## src/rtl/fsh_pkg.sv

```systemverilog
package fsh_pkg;

  localparam int WORD = 64;
  // low terms of the base polynomial x^64 + x^4 + x^3 + x + 1
  localparam logic [WORD-1:0] BASE_POLY_LOW = 64'h1B;

  typedef struct packed {
    logic loadFirst;  // first block: accumulator takes the element directly
    logic capture;    // later block: latch element and top coefficient
    logic reduce;     // block number has reached DEG
    logic mulStep;    // advance the serial multiplier one bit
    logic mulLast;    // final bit: write the coefficient
    logic fold;       // fold the saved top coefficient into the taps
    logic clear;      // wipe the accumulator after output
  } fshStrobe_t;

  typedef enum logic [1:0] {S_IDLE, S_MUL, S_FOLD, S_EMIT} fshState_t;

endpackage

```

## src/rtl/fsh_gf_mul_serial.sv

```systemverilog
module fsh_gf_mul_serial
  import fsh_pkg::*;
#(
  parameter logic [WORD-1:0] POLY_LOW = BASE_POLY_LOW
) (
  input  logic            clk,
  input  logic            rst_n,
  input  logic            clear,
  input  logic            step,
  input  logic [WORD-1:0] mcand,
  input  logic            bitIn,
  output logic [WORD-1:0] prodNext
);

  logic [WORD-1:0] prod;
  logic [WORD-1:0] shifted;

  // MSB-first multiplier scan: double the partial product, then add
  always_comb begin
    shifted  = {prod[WORD-2:0], 1'b0} ^ (prod[WORD-1] ? POLY_LOW : '0);
    prodNext = shifted ^ (bitIn ? mcand : '0);
  end

  always_ff @(posedge clk) begin
    if (!rst_n)     prod <= '0;
    else if (clear) prod <= '0;
    else if (step)  prod <= prodNext;
  end

endmodule

```

## src/rtl/fsh_control.sv

```systemverilog
module fsh_control
  import fsh_pkg::*;
#(
  parameter int DEG        = 5,
  parameter int NUM_BLOCKS = 16,
  parameter int CNT_W      = $clog2(NUM_BLOCKS + 1),
  parameter int COEF_W     = $clog2(DEG)
) (
  input  logic              clk,
  input  logic              rst_n,
  input  logic              inValid,
  output logic              inReady,
  output logic              outValid,
  output fshStrobe_t        st,
  output logic [CNT_W-1:0]  blkIdx,
  output logic [COEF_W-1:0] coefIdx,
  output logic [5:0]        bitIdx
);

  localparam logic [CNT_W-1:0]  LAST_BLK    = CNT_W'(NUM_BLOCKS);
  localparam logic [CNT_W-1:0]  REDUCE_FROM = CNT_W'(DEG - 1);
  localparam logic [COEF_W-1:0] TOP_COEF    = COEF_W'(DEG - 1);

  fshState_t         state;
  logic [CNT_W-1:0]  blkCnt;
  logic [COEF_W-1:0] coefCnt;
  logic [5:0]        bitCnt;
  logic              accept;

  assign inReady  = (state == S_IDLE);
  assign outValid = (state == S_EMIT);
  assign accept   = inValid && inReady;
  assign blkIdx   = blkCnt + CNT_W'(1);
  assign coefIdx  = coefCnt;
  assign bitIdx   = bitCnt;

  always_comb begin
    st           = '0;
    st.loadFirst = accept && (blkCnt == '0);
    st.capture   = accept && (blkCnt != '0);
    st.reduce    = (blkCnt >= REDUCE_FROM);
    st.mulStep   = (state == S_MUL);
    st.mulLast   = (state == S_MUL) && (bitCnt == 6'd63);
    st.fold      = (state == S_FOLD);
    st.clear     = (state == S_EMIT);
  end

  always_ff @(posedge clk) begin
    if (!rst_n) begin
      state   <= S_IDLE;
      blkCnt  <= '0;
      coefCnt <= '0;
      bitCnt  <= '0;
    end else begin
      unique case (state)
        S_IDLE: if (accept) begin
          blkCnt <= blkCnt + CNT_W'(1);
          if (blkCnt == '0) begin
            if (blkIdx == LAST_BLK) state <= S_EMIT;
          end else begin
            state   <= S_MUL;
            coefCnt <= TOP_COEF;
            bitCnt  <= '0;
          end
        end
        S_MUL: begin
          bitCnt <= bitCnt + 6'd1;
          if (bitCnt == 6'd63) begin
            if (coefCnt == '0) state <= S_FOLD;
            else coefCnt <= coefCnt - COEF_W'(1);
          end
        end
        S_FOLD: state <= (blkCnt == LAST_BLK) ? S_EMIT : S_IDLE;
        S_EMIT: begin
          blkCnt <= '0;
          state  <= S_IDLE;
        end
        default: state <= S_IDLE;
      endcase
    end
  end

  AST_STALL_AFTER_BLOCK: assert property (@(posedge clk) disable iff (!rst_n)
    st.capture |=> !inReady);
  AST_OUT_ONE_CYCLE: assert property (@(posedge clk) disable iff (!rst_n)
    outValid |=> !outValid);
  AST_NO_READY_ON_OUT: assert property (@(posedge clk) disable iff (!rst_n)
    outValid |-> !inReady);
  AST_BLOCK_COUNT_RANGE: assert property (@(posedge clk) disable iff (!rst_n)
    blkCnt <= LAST_BLK);

endmodule

```

## src/rtl/fsh_datapath.sv

```systemverilog
module fsh_datapath
  import fsh_pkg::*;
#(
  parameter int DEG       = 5,
  parameter int TAP       = 2,
  parameter int IDX_BYTES = 1,
  parameter int BLK_BYTES = 4,
  parameter int CNT_W     = 5,
  parameter int COEF_W    = $clog2(DEG)
) (
  input  logic                   clk,
  input  logic                   rst_n,
  input  fshStrobe_t             st,
  input  logic [CNT_W-1:0]       blkIdx,
  input  logic [COEF_W-1:0]      coefIdx,
  input  logic [5:0]             bitIdx,
  input  logic [BLK_BYTES*8-1:0] inData,
  output logic [DEG*WORD-1:0]    accFlat
);

  localparam int IDX_W  = IDX_BYTES * 8;
  localparam int DATA_W = BLK_BYTES * 8;
  localparam int PAD_W  = WORD - IDX_W - DATA_W;

  logic [WORD-1:0]   acc [DEG];
  logic [WORD-1:0]   alphaIn;
  logic [WORD-1:0]   alphaReg;
  logic [WORD-1:0]   topReg;
  logic [WORD-1:0]   prodNext;
  logic [WORD-1:0]   lower;
  logic [COEF_W-1:0] lowIdx;

  // element = index | block | zero pad, most significant first
  if (PAD_W > 0) begin : gPad
    assign alphaIn = {IDX_W'(blkIdx), inData, {PAD_W{1'b0}}};
  end else begin : gNoPad
    assign alphaIn = {IDX_W'(blkIdx), inData};
  end

  assign lowIdx = coefIdx - COEF_W'(1);
  assign lower  = (coefIdx == '0) ? '0 : acc[lowIdx];

  fsh_gf_mul_serial #(.POLY_LOW(BASE_POLY_LOW)) mul_i (
    .clk      (clk),
    .rst_n    (rst_n),
    .clear    (st.capture | st.mulLast),
    .step     (st.mulStep),
    .mcand    (acc[coefIdx]),
    .bitIn    (alphaReg[~bitIdx]),
    .prodNext (prodNext)
  );

  // Coefficients are rewritten from the top down, so acc[j-1] still holds
  // its old value when coefficient j takes alpha*acc[j] + acc[j-1].
  always_ff @(posedge clk) begin
    if (!rst_n) begin
      for (int j = 0; j < DEG; j++) acc[j] <= '0;
      alphaReg <= '0;
      topReg   <= '0;
    end else if (st.clear) begin
      for (int j = 0; j < DEG; j++) acc[j] <= '0;
    end else if (st.loadFirst) begin
      for (int j = 1; j < DEG; j++) acc[j] <= '0;
      acc[0] <= alphaIn;
    end else if (st.capture) begin
      alphaReg <= alphaIn;
      topReg   <= st.reduce ? acc[DEG-1] : '0;
    end else if (st.mulLast) begin
      acc[coefIdx] <= prodNext ^ lower;
    end else if (st.fold) begin
      acc[0]   <= acc[0] ^ topReg;
      acc[TAP] <= acc[TAP] ^ topReg;
    end
  end

  for (genvar g = 0; g < DEG; g++) begin : gFlat
    assign accFlat[g*WORD +: WORD] = acc[g];
  end

  AST_NO_TOP_BEFORE_FULL: assert property (@(posedge clk) disable iff (!rst_n)
    (st.capture && !st.reduce) |-> (acc[DEG-1] == '0));
  AST_FIRST_LOAD: assert property (@(posedge clk) disable iff (!rst_n)
    st.loadFirst |=> (acc[0] == $past(alphaIn)));
  AST_CLEAR_AFTER_OUT: assert property (@(posedge clk) disable iff (!rst_n)
    st.clear |=> (accFlat == '0));
  AST_MUL_ONLY_WHEN_STEPPING: assert property (@(posedge clk) disable iff (!rst_n)
    st.mulLast |-> st.mulStep);

endmodule

```

## src/rtl/fsh_accum.sv

```systemverilog
module fsh_accum
  import fsh_pkg::*;
#(
  parameter int DEG        = 5,
  parameter int TAP        = 2,
  parameter int NUM_BLOCKS = 16,
  parameter int IDX_BYTES  = 1,
  parameter int BLK_BYTES  = 4
) (
  input  logic                   clk,
  input  logic                   rst_n,
  input  logic                   inValid,
  input  logic [BLK_BYTES*8-1:0] inData,
  output logic                   inReady,
  output logic                   outValid,
  output logic [DEG*64-1:0]      outCoeffs
);

  localparam int CNT_W  = $clog2(NUM_BLOCKS + 1);
  localparam int COEF_W = $clog2(DEG);

  fshStrobe_t        st;
  logic [CNT_W-1:0]  blkIdx;
  logic [COEF_W-1:0] coefIdx;
  logic [5:0]        bitIdx;

  fsh_control #(
    .DEG(DEG), .NUM_BLOCKS(NUM_BLOCKS), .CNT_W(CNT_W), .COEF_W(COEF_W)
  ) ctrl_i (
    .clk(clk), .rst_n(rst_n), .inValid(inValid), .inReady(inReady),
    .outValid(outValid), .st(st), .blkIdx(blkIdx), .coefIdx(coefIdx),
    .bitIdx(bitIdx)
  );

  fsh_datapath #(
    .DEG(DEG), .TAP(TAP), .IDX_BYTES(IDX_BYTES), .BLK_BYTES(BLK_BYTES),
    .CNT_W(CNT_W), .COEF_W(COEF_W)
  ) dp_i (
    .clk(clk), .rst_n(rst_n), .st(st), .blkIdx(blkIdx), .coefIdx(coefIdx),
    .bitIdx(bitIdx), .inData(inData), .accFlat(outCoeffs)
  );

endmodule

```

## config.mk

```make
export PLATFORM = sky130hd
export DESIGN_NAME = fsh_accum
export DESIGN_NICKNAME = d
export VERILOG_FILES = /design/src/rtl/fsh_pkg.sv /design/src/rtl/fsh_gf_mul_serial.sv /design/src/rtl/fsh_control.sv /design/src/rtl/fsh_datapath.sv /design/src/rtl/fsh_accum.sv
export SDC_FILE = /design/constraint.sdc
export NUM_CORES = 1
export LEC_CHECK = 0
export BUFFER_PORTS_ARGS = -buffer_cell sky130_fd_sc_hd__buf_4
export CAP_MARGIN = 20
export CELL_PAD_IN_SITES_DETAIL_PLACEMENT = 1
export CELL_PAD_IN_SITES_GLOBAL_PLACEMENT = 1
export CORE_ASPECT_RATIO = 1.2
export CORE_MARGIN = 4
export CORE_UTILIZATION = 39
export CTS_CLUSTER_SIZE = 20
export DETAILED_ROUTE_END_ITERATION = 12
export PLACE_DENSITY_LB_ADDON = 0.08
export SYNTH_ARGS = -nofsm -noshare
export SYNTH_HDL_FRONTEND = slang
export SYNTH_HIERARCHICAL = 1
export SYNTH_SLANG_ARGS = --single-unit
```

## constraint.sdc

```tcl
create_clock -name clk -period 11.94 [get_ports clk]
set_input_delay 1.194 -clock clk [delete_from_list [all_inputs] [get_ports clk]]
set_output_delay 1.194 -clock clk [all_outputs]
set_load 0.01 [all_outputs]
```

==> flow_summary.html <==
<table>
<tr><th>Metric</th><th>Value</th></tr>
<tr><th colspan="2">Timing</th></tr>
<tr><td>Time the final worst path needs with I/O delays and setup</td><td>4.772 ns</td></tr>
<tr><td>Highest Clock Rate</td><td>209.5 MHz</td></tr>
<tr><td>Final hold slack</td><td>0.4641 ns</td></tr>
<tr><td>Relative max-transition margin</td><td>26.26%</td></tr>
<tr><td>Worst Skew</td><td>0.04004 ns</td></tr>
<tr><td>TNS Setup</td><td>0 ns</td></tr>
<tr><td>Final setup vio count</td><td>0</td></tr>
<tr><td>Count of endpoints failing hold in the final timing report</td><td>0</td></tr>
<tr><td>Final period utilization</td><td>39.97%</td></tr>
<tr><td>Pin slew with the least headroom to its limit</td><td>1.104 ns</td></tr>
<tr><td>Max-slew violations</td><td>0</td></tr>
<tr><td>RSZ-0062 raised after global routing</td><td>false</td></tr>
<tr><th colspan="2">Die</th></tr>
<tr><td>Initial core utilization</td><td>39.31%</td></tr>
<tr><td>Vert. Die Dim</td><td>342.2 um</td></tr>
<tr><td>Floorplan core area</td><td>92350 sq um</td></tr>
<tr><td>Standard-cell rows</td><td>122</td></tr>
<tr><td>Die width</td><td>286.5 um</td></tr>
<tr><td>Overall die area</td><td>98040 sq um</td></tr>
<tr><td>Total I/O pin count</td><td>357</td></tr>
<tr><th colspan="2">Setup path</th></tr>
<tr><td>Type of the setup path with the least slack</td><td>flop to flop</td></tr>
<tr><td>Buffers plus inverters on the worst setup path</td><td>1</td></tr>
<tr><td>Top cell family by delay on the critical path</td><td>simple AND/OR/NAND/NOR gates</td></tr>
<tr><td>Reg2reg end</td><td>dp_i/acc[0][35]</td></tr>
<tr><td>Critical Path Stages</td><td>7</td></tr>
<tr><td>Worst R2R Path Depth</td><td>7</td></tr>
<tr><td>CP Max Fanout</td><td>34</td></tr>
<tr><td>Max stage delay on crit path</td><td>0.81 ns</td></tr>
<tr><td>Crit-path cells</td><td>nor3b_1 -&gt; and2_1 -&gt; nor3b_2 -&gt; nand3b_1 -&gt; or4_4 -&gt; nand2_4 -&gt; buf_4</td></tr>
<tr><td>Setup crit start kind</td><td>flop</td></tr>
<tr><td>Data arrival time at the worst-slack endpoint</td><td>5.03 ns</td></tr>
<tr><td>Cell with the biggest individual delay on the critical path</td><td>sky130_fd_sc_hd__dfxtp_1</td></tr>
<tr><td>Data required time of the worst path</td><td>12.19 ns</td></tr>
<tr><td>Worst Setup End Kind</td><td>flop</td></tr>
<tr><td>Internal reg-to-reg setup slack</td><td>7.17 ns</td></tr>
<tr><td>Launch point of the worst reg-to-reg path</td><td>ctrl_i/state[1]</td></tr>
<tr><th colspan="2">Synth</th></tr>
<tr><td>Register area share after synthesis</td><td>52.34%</td></tr>
<tr><td>Post-Syn Nets</td><td>3067</td></tr>
<tr><td>Count of flip-flops with a built-in enable after synthesis</td><td>512</td></tr>
<tr><td>Proportion of register bits with asynchronous set or reset after synthesis</td><td>0%</td></tr>
<tr><td>Share of the synthesized area in the top cell type</td><td>42.35%</td></tr>
<tr><td>Count of state elements after synthesis</td><td>693</td></tr>
<tr><td>Summed instance area of the synthesized netlist</td><td>36300 sq um</td></tr>
<tr><td>Area contributors post-synth</td><td>sky130_fd_sc_hd__edfxtp_1 (42%), sky130_fd_sc_hd__dfxtp_1 (10%), sky130_fd_sc_hd__mux4_2 (9.9%)</td></tr>
<tr><td>Cells after Synth</td><td>3025</td></tr>
<tr><td>Cell taking the most area after synthesis</td><td>sky130_fd_sc_hd__edfxtp_1</td></tr>
<tr><td>Top cells by instance count after synthesis</td><td>sky130_fd_sc_hd__edfxtp_1 (512), sky130_fd_sc_hd__nor2_1 (377), sky130_fd_sc_hd__nand2_1 (254)</td></tr>
<tr><td>Synth Area per Inst</td><td>12.00 sq um</td></tr>
<tr><td>Number of distinct library cell variants in the gate-level netlist after synthesis</td><td>73</td></tr>
<tr><td>Dominant register cell in the synthesized netlist</td><td>sky130_fd_sc_hd__edfxtp_1</td></tr>
<tr><td>Library cell with the highest instance count after synthesis</td><td>sky130_fd_sc_hd__edfxtp_1</td></tr>
<tr><td>Warnings from Yosys</td><td>6</td></tr>
<tr><th colspan="2">Clocking</th></tr>
<tr><td>CTS HTree Levels</td><td>3</td></tr>
<tr><td>Clock buffer depth</td><td>3</td></tr>
<tr><td>Clock tree from TritonCTS</td><td>done</td></tr>
<tr><td>Cts-stage hold buffer count</td><td>0</td></tr>
<tr><td>Clk sinks</td><td>693</td></tr>
<tr><td>Total CTS buffers</td><td>77</td></tr>
<tr><td>CTS Root Buffer Type</td><td>sky130_fd_sc_hd__clkbuf_16</td></tr>
<tr><td># resized after CTS</td><td>0</td></tr>
<tr><td>Count of buffers added by post-CTS timing repair for setup</td><td>0</td></tr>
<tr><td>CTS clock-pin slew for the worst setup and hold paths</td><td>0.06 ns</td></tr>
<tr><td>Insertion delay of the later-clocked pin in the worst-skew pair</td><td>0.66 ns</td></tr>
<tr><th colspan="2">Pwr</th></tr>
<tr><td>Maximum ir drop on the vdd rail</td><td>0.00008560 V</td></tr>
<tr><td>Power density of the placed cells</td><td>143.8 nW/um^2</td></tr>
<tr><td>Leakage power</td><td>14.87 nW</td></tr>
<tr><th colspan="2">Routing</th></tr>
<tr><td>Total wirelength of the detailed-routed design</td><td>144.4 mm</td></tr>
<tr><td>Vias post-DR</td><td>27730</td></tr>
<tr><td>Routed wire length on met3</td><td>9.598 mm</td></tr>
<tr><td>Post-Route M1 WL</td><td>58.57 mm</td></tr>
<tr><td>Count of routing violations after the opening detailed-route iteration</td><td>2669</td></tr>
<tr><td>Residual DRC count</td><td>0</td></tr>
<tr><td>Total length of routed met2 wires</td><td>71.04 mm</td></tr>
<tr><td>Routed wire per std cell</td><td>31.56 um</td></tr>
<tr><td>Post-DR vias/cell</td><td>6.062</td></tr>
<tr><td>TritonRoute pass-1 iters</td><td>5</td></tr>
<tr><td>Top routing layer used</td><td>met5</td></tr>
<tr><td>Number of nets with antenna violations after routing</td><td>0</td></tr>
<tr><th colspan="2">Flow run</th></tr>
<tr><td>Total of max-cap violations</td><td>0</td></tr>
<tr><th colspan="2">GRT</th></tr>
<tr><td>Global router's overall resource usage</td><td>28.79%</td></tr>
<tr><td>Number of global-route vias before repair</td><td>29240</td></tr>
<tr><td>Pin count of the biggest net entering global routing</td><td>113</td></tr>
<tr><td>Initial antenna violation count</td><td>1</td></tr>
<tr><td>Residual overflow from global routing</td><td>0</td></tr>
<tr><td>First-pass GRT wire length</td><td>207.5 mm</td></tr>
<tr><th colspan="2">Place</th></tr>
<tr><td>HPWL after DPL</td><td>89.21 mm</td></tr>
<tr><td>Port-buffer cells</td><td>356</td></tr>
<tr><td>GPL Wtd Cong</td><td>0.8464</td></tr>
<tr><th colspan="2">Outcome</th></tr>
<tr><td>Result of the run</td><td>finished clean</td></tr>
<tr><th colspan="2">Cells and area</th></tr>
<tr><td>Layout filler cell count</td><td>9649</td></tr>
<tr><td>Share of cells above drive strength 1</td><td>27.26%</td></tr>
<tr><td>Syn-to-layout area delta</td><td>17.32%</td></tr>
<tr><td>Nets</td><td>3311</td></tr>
<tr><td>Antenna cell count</td><td>0</td></tr>
<tr><th colspan="2">Worst hold path</th></tr>
<tr><td>Hold-critical path depth</td><td>2</td></tr>
<tr><td>Worst Hold Endpoint</td><td>dp_i/alphaReg[53]</td></tr>
<tr><td>Startpoint of the most critical hold path</td><td>dp_i/alphaReg[53]</td></tr>
<tr><td>Classification of the worst-slack hold path</td><td>flop to flop</td></tr>
</table>
worst register-to-register path: cells and delay by family (launching register included):
| kind | cells | cell delay, ns |
|---|---|---|
| buffers and inverters | 1 | 0.71 |
| flip-flops | 1 | 0.81 |
| AND/OR/NAND/NOR | 6 | 2.85 |
power breakdown:
group	switching, mW	internal (mW)
clock network	1.02	1.39
logic	0.499	0.303
registers	0.182	2.73
worst max path at each step:
stage,to,from,slack (ns)
2_1_floorplan,dp_i/acc[5][0],inValid,4.76
3_3_place_gp,dp_i/acc[3][53],inValid,6.72
3_5_place_dp,dp_i/acc[0][34],inValid,6.67
4_1_cts,dp_i/acc[0][34],ctrl_i/state[1],7.16
5_1_grt,dp_i/acc[0][32],ctrl_i/state[1],6.91
6_report,dp_i/acc[0][35],ctrl_i/state[1],7.17
cells by family (layout without fill, tap and decap cells):
kind of cell | Yosys count | count (layout) | share of synthesized area [%]
and+or+nand+nor | 769 | 769 | 8.765
DFF | 693 | 693 | 52.34
AOI/OAI and AO/OA | 633 | 633 | 13.01
buffers and inverters | 378 | 687 | 4.481
muxes | 282 | 282 | 13.50
xor gates and xnor gates | 263 | 263 | 7.669
adders and majority gates | 7 | 7 | 0.2413
cell type report:
cell class	instances	area, sq um	share of cell area, %
clock buffer	111	2187	5.135
multi-input combinational	1954	15910	37.35
clock inverter	33	307.8	0.7227
timing repair buffer	406	3109	7.301
sequential	693	19010	44.64
tap	1240	1551	3.643
inverter	137	516.7	1.213
routing by layer:
metal	global-route usage, %	up-vias
met5	0	-
met4	10.24	2
met3	3.945	249
met2	49.25	1188
met1	37.57	14630
li1	-	11660
registers in the layout (all words and copies together), names as in the netlist:
name,cells
ctrl_i/bitIdx,6
ctrl_i/coefIdx,3
dp_i/alphaReg,37
dp_i/topReg,64
ctrl_i/state,2
ctrl_i/blkCnt,5
dp_i/mul_i/prod,64
dp_i/acc,512
stage by stage:
| step | power (mW) | cells | utilization (%) | worst slack [ns] | instance area (sq um) |
|---|---|---|---|---|---|
| after floorplan | 3.331 | 3025 | - | 4.764 | 36300 |
| after global placement | 3.740 | 4428 | 43.37 | 6.717 | 40050 |
| after detailed placement | 3.759 | 4430 | 43.41 | 6.667 | 40090 |
| after CTS | 6.166 | 4574 | 46.12 | 7.158 | 42590 |
| after global routing | 6.334 | 4574 | 46.12 | 6.908 | 42590 |
| final | 6.125 | 4574 | 46.12 | 7.168 | 42590 |
layout by cell type (no fill, tap or decap), types with 18 or more instances in the layout:
cell	count
sky130_fd_sc_hd__a211oi_1	72
sky130_fd_sc_hd__a21boi_0	103
sky130_fd_sc_hd__a21oi_1	103
sky130_fd_sc_hd__a221o_1	25
sky130_fd_sc_hd__a221oi_1	23
sky130_fd_sc_hd__a22o_1	18
sky130_fd_sc_hd__a22oi_2	64
sky130_fd_sc_hd__buf_4	401
sky130_fd_sc_hd__clkbuf_1	23
sky130_fd_sc_hd__clkbuf_16	79
sky130_fd_sc_hd__dfxtp_1	178
sky130_fd_sc_hd__edfxtp_1	512
sky130_fd_sc_hd__inv_1	134
sky130_fd_sc_hd__mux2_2	53
sky130_fd_sc_hd__mux2i_1	66
sky130_fd_sc_hd__mux4_2	160
sky130_fd_sc_hd__nand2_1	244
sky130_fd_sc_hd__nand3_1	75
sky130_fd_sc_hd__nor2_1	371
sky130_fd_sc_hd__o21ai_0	33
sky130_fd_sc_hd__o22ai_1	129
sky130_fd_sc_hd__xnor2_1	133
sky130_fd_sc_hd__xor2_1	66
sky130_fd_sc_hd__xor2_2	64
(Power assumes the default switching activity.)
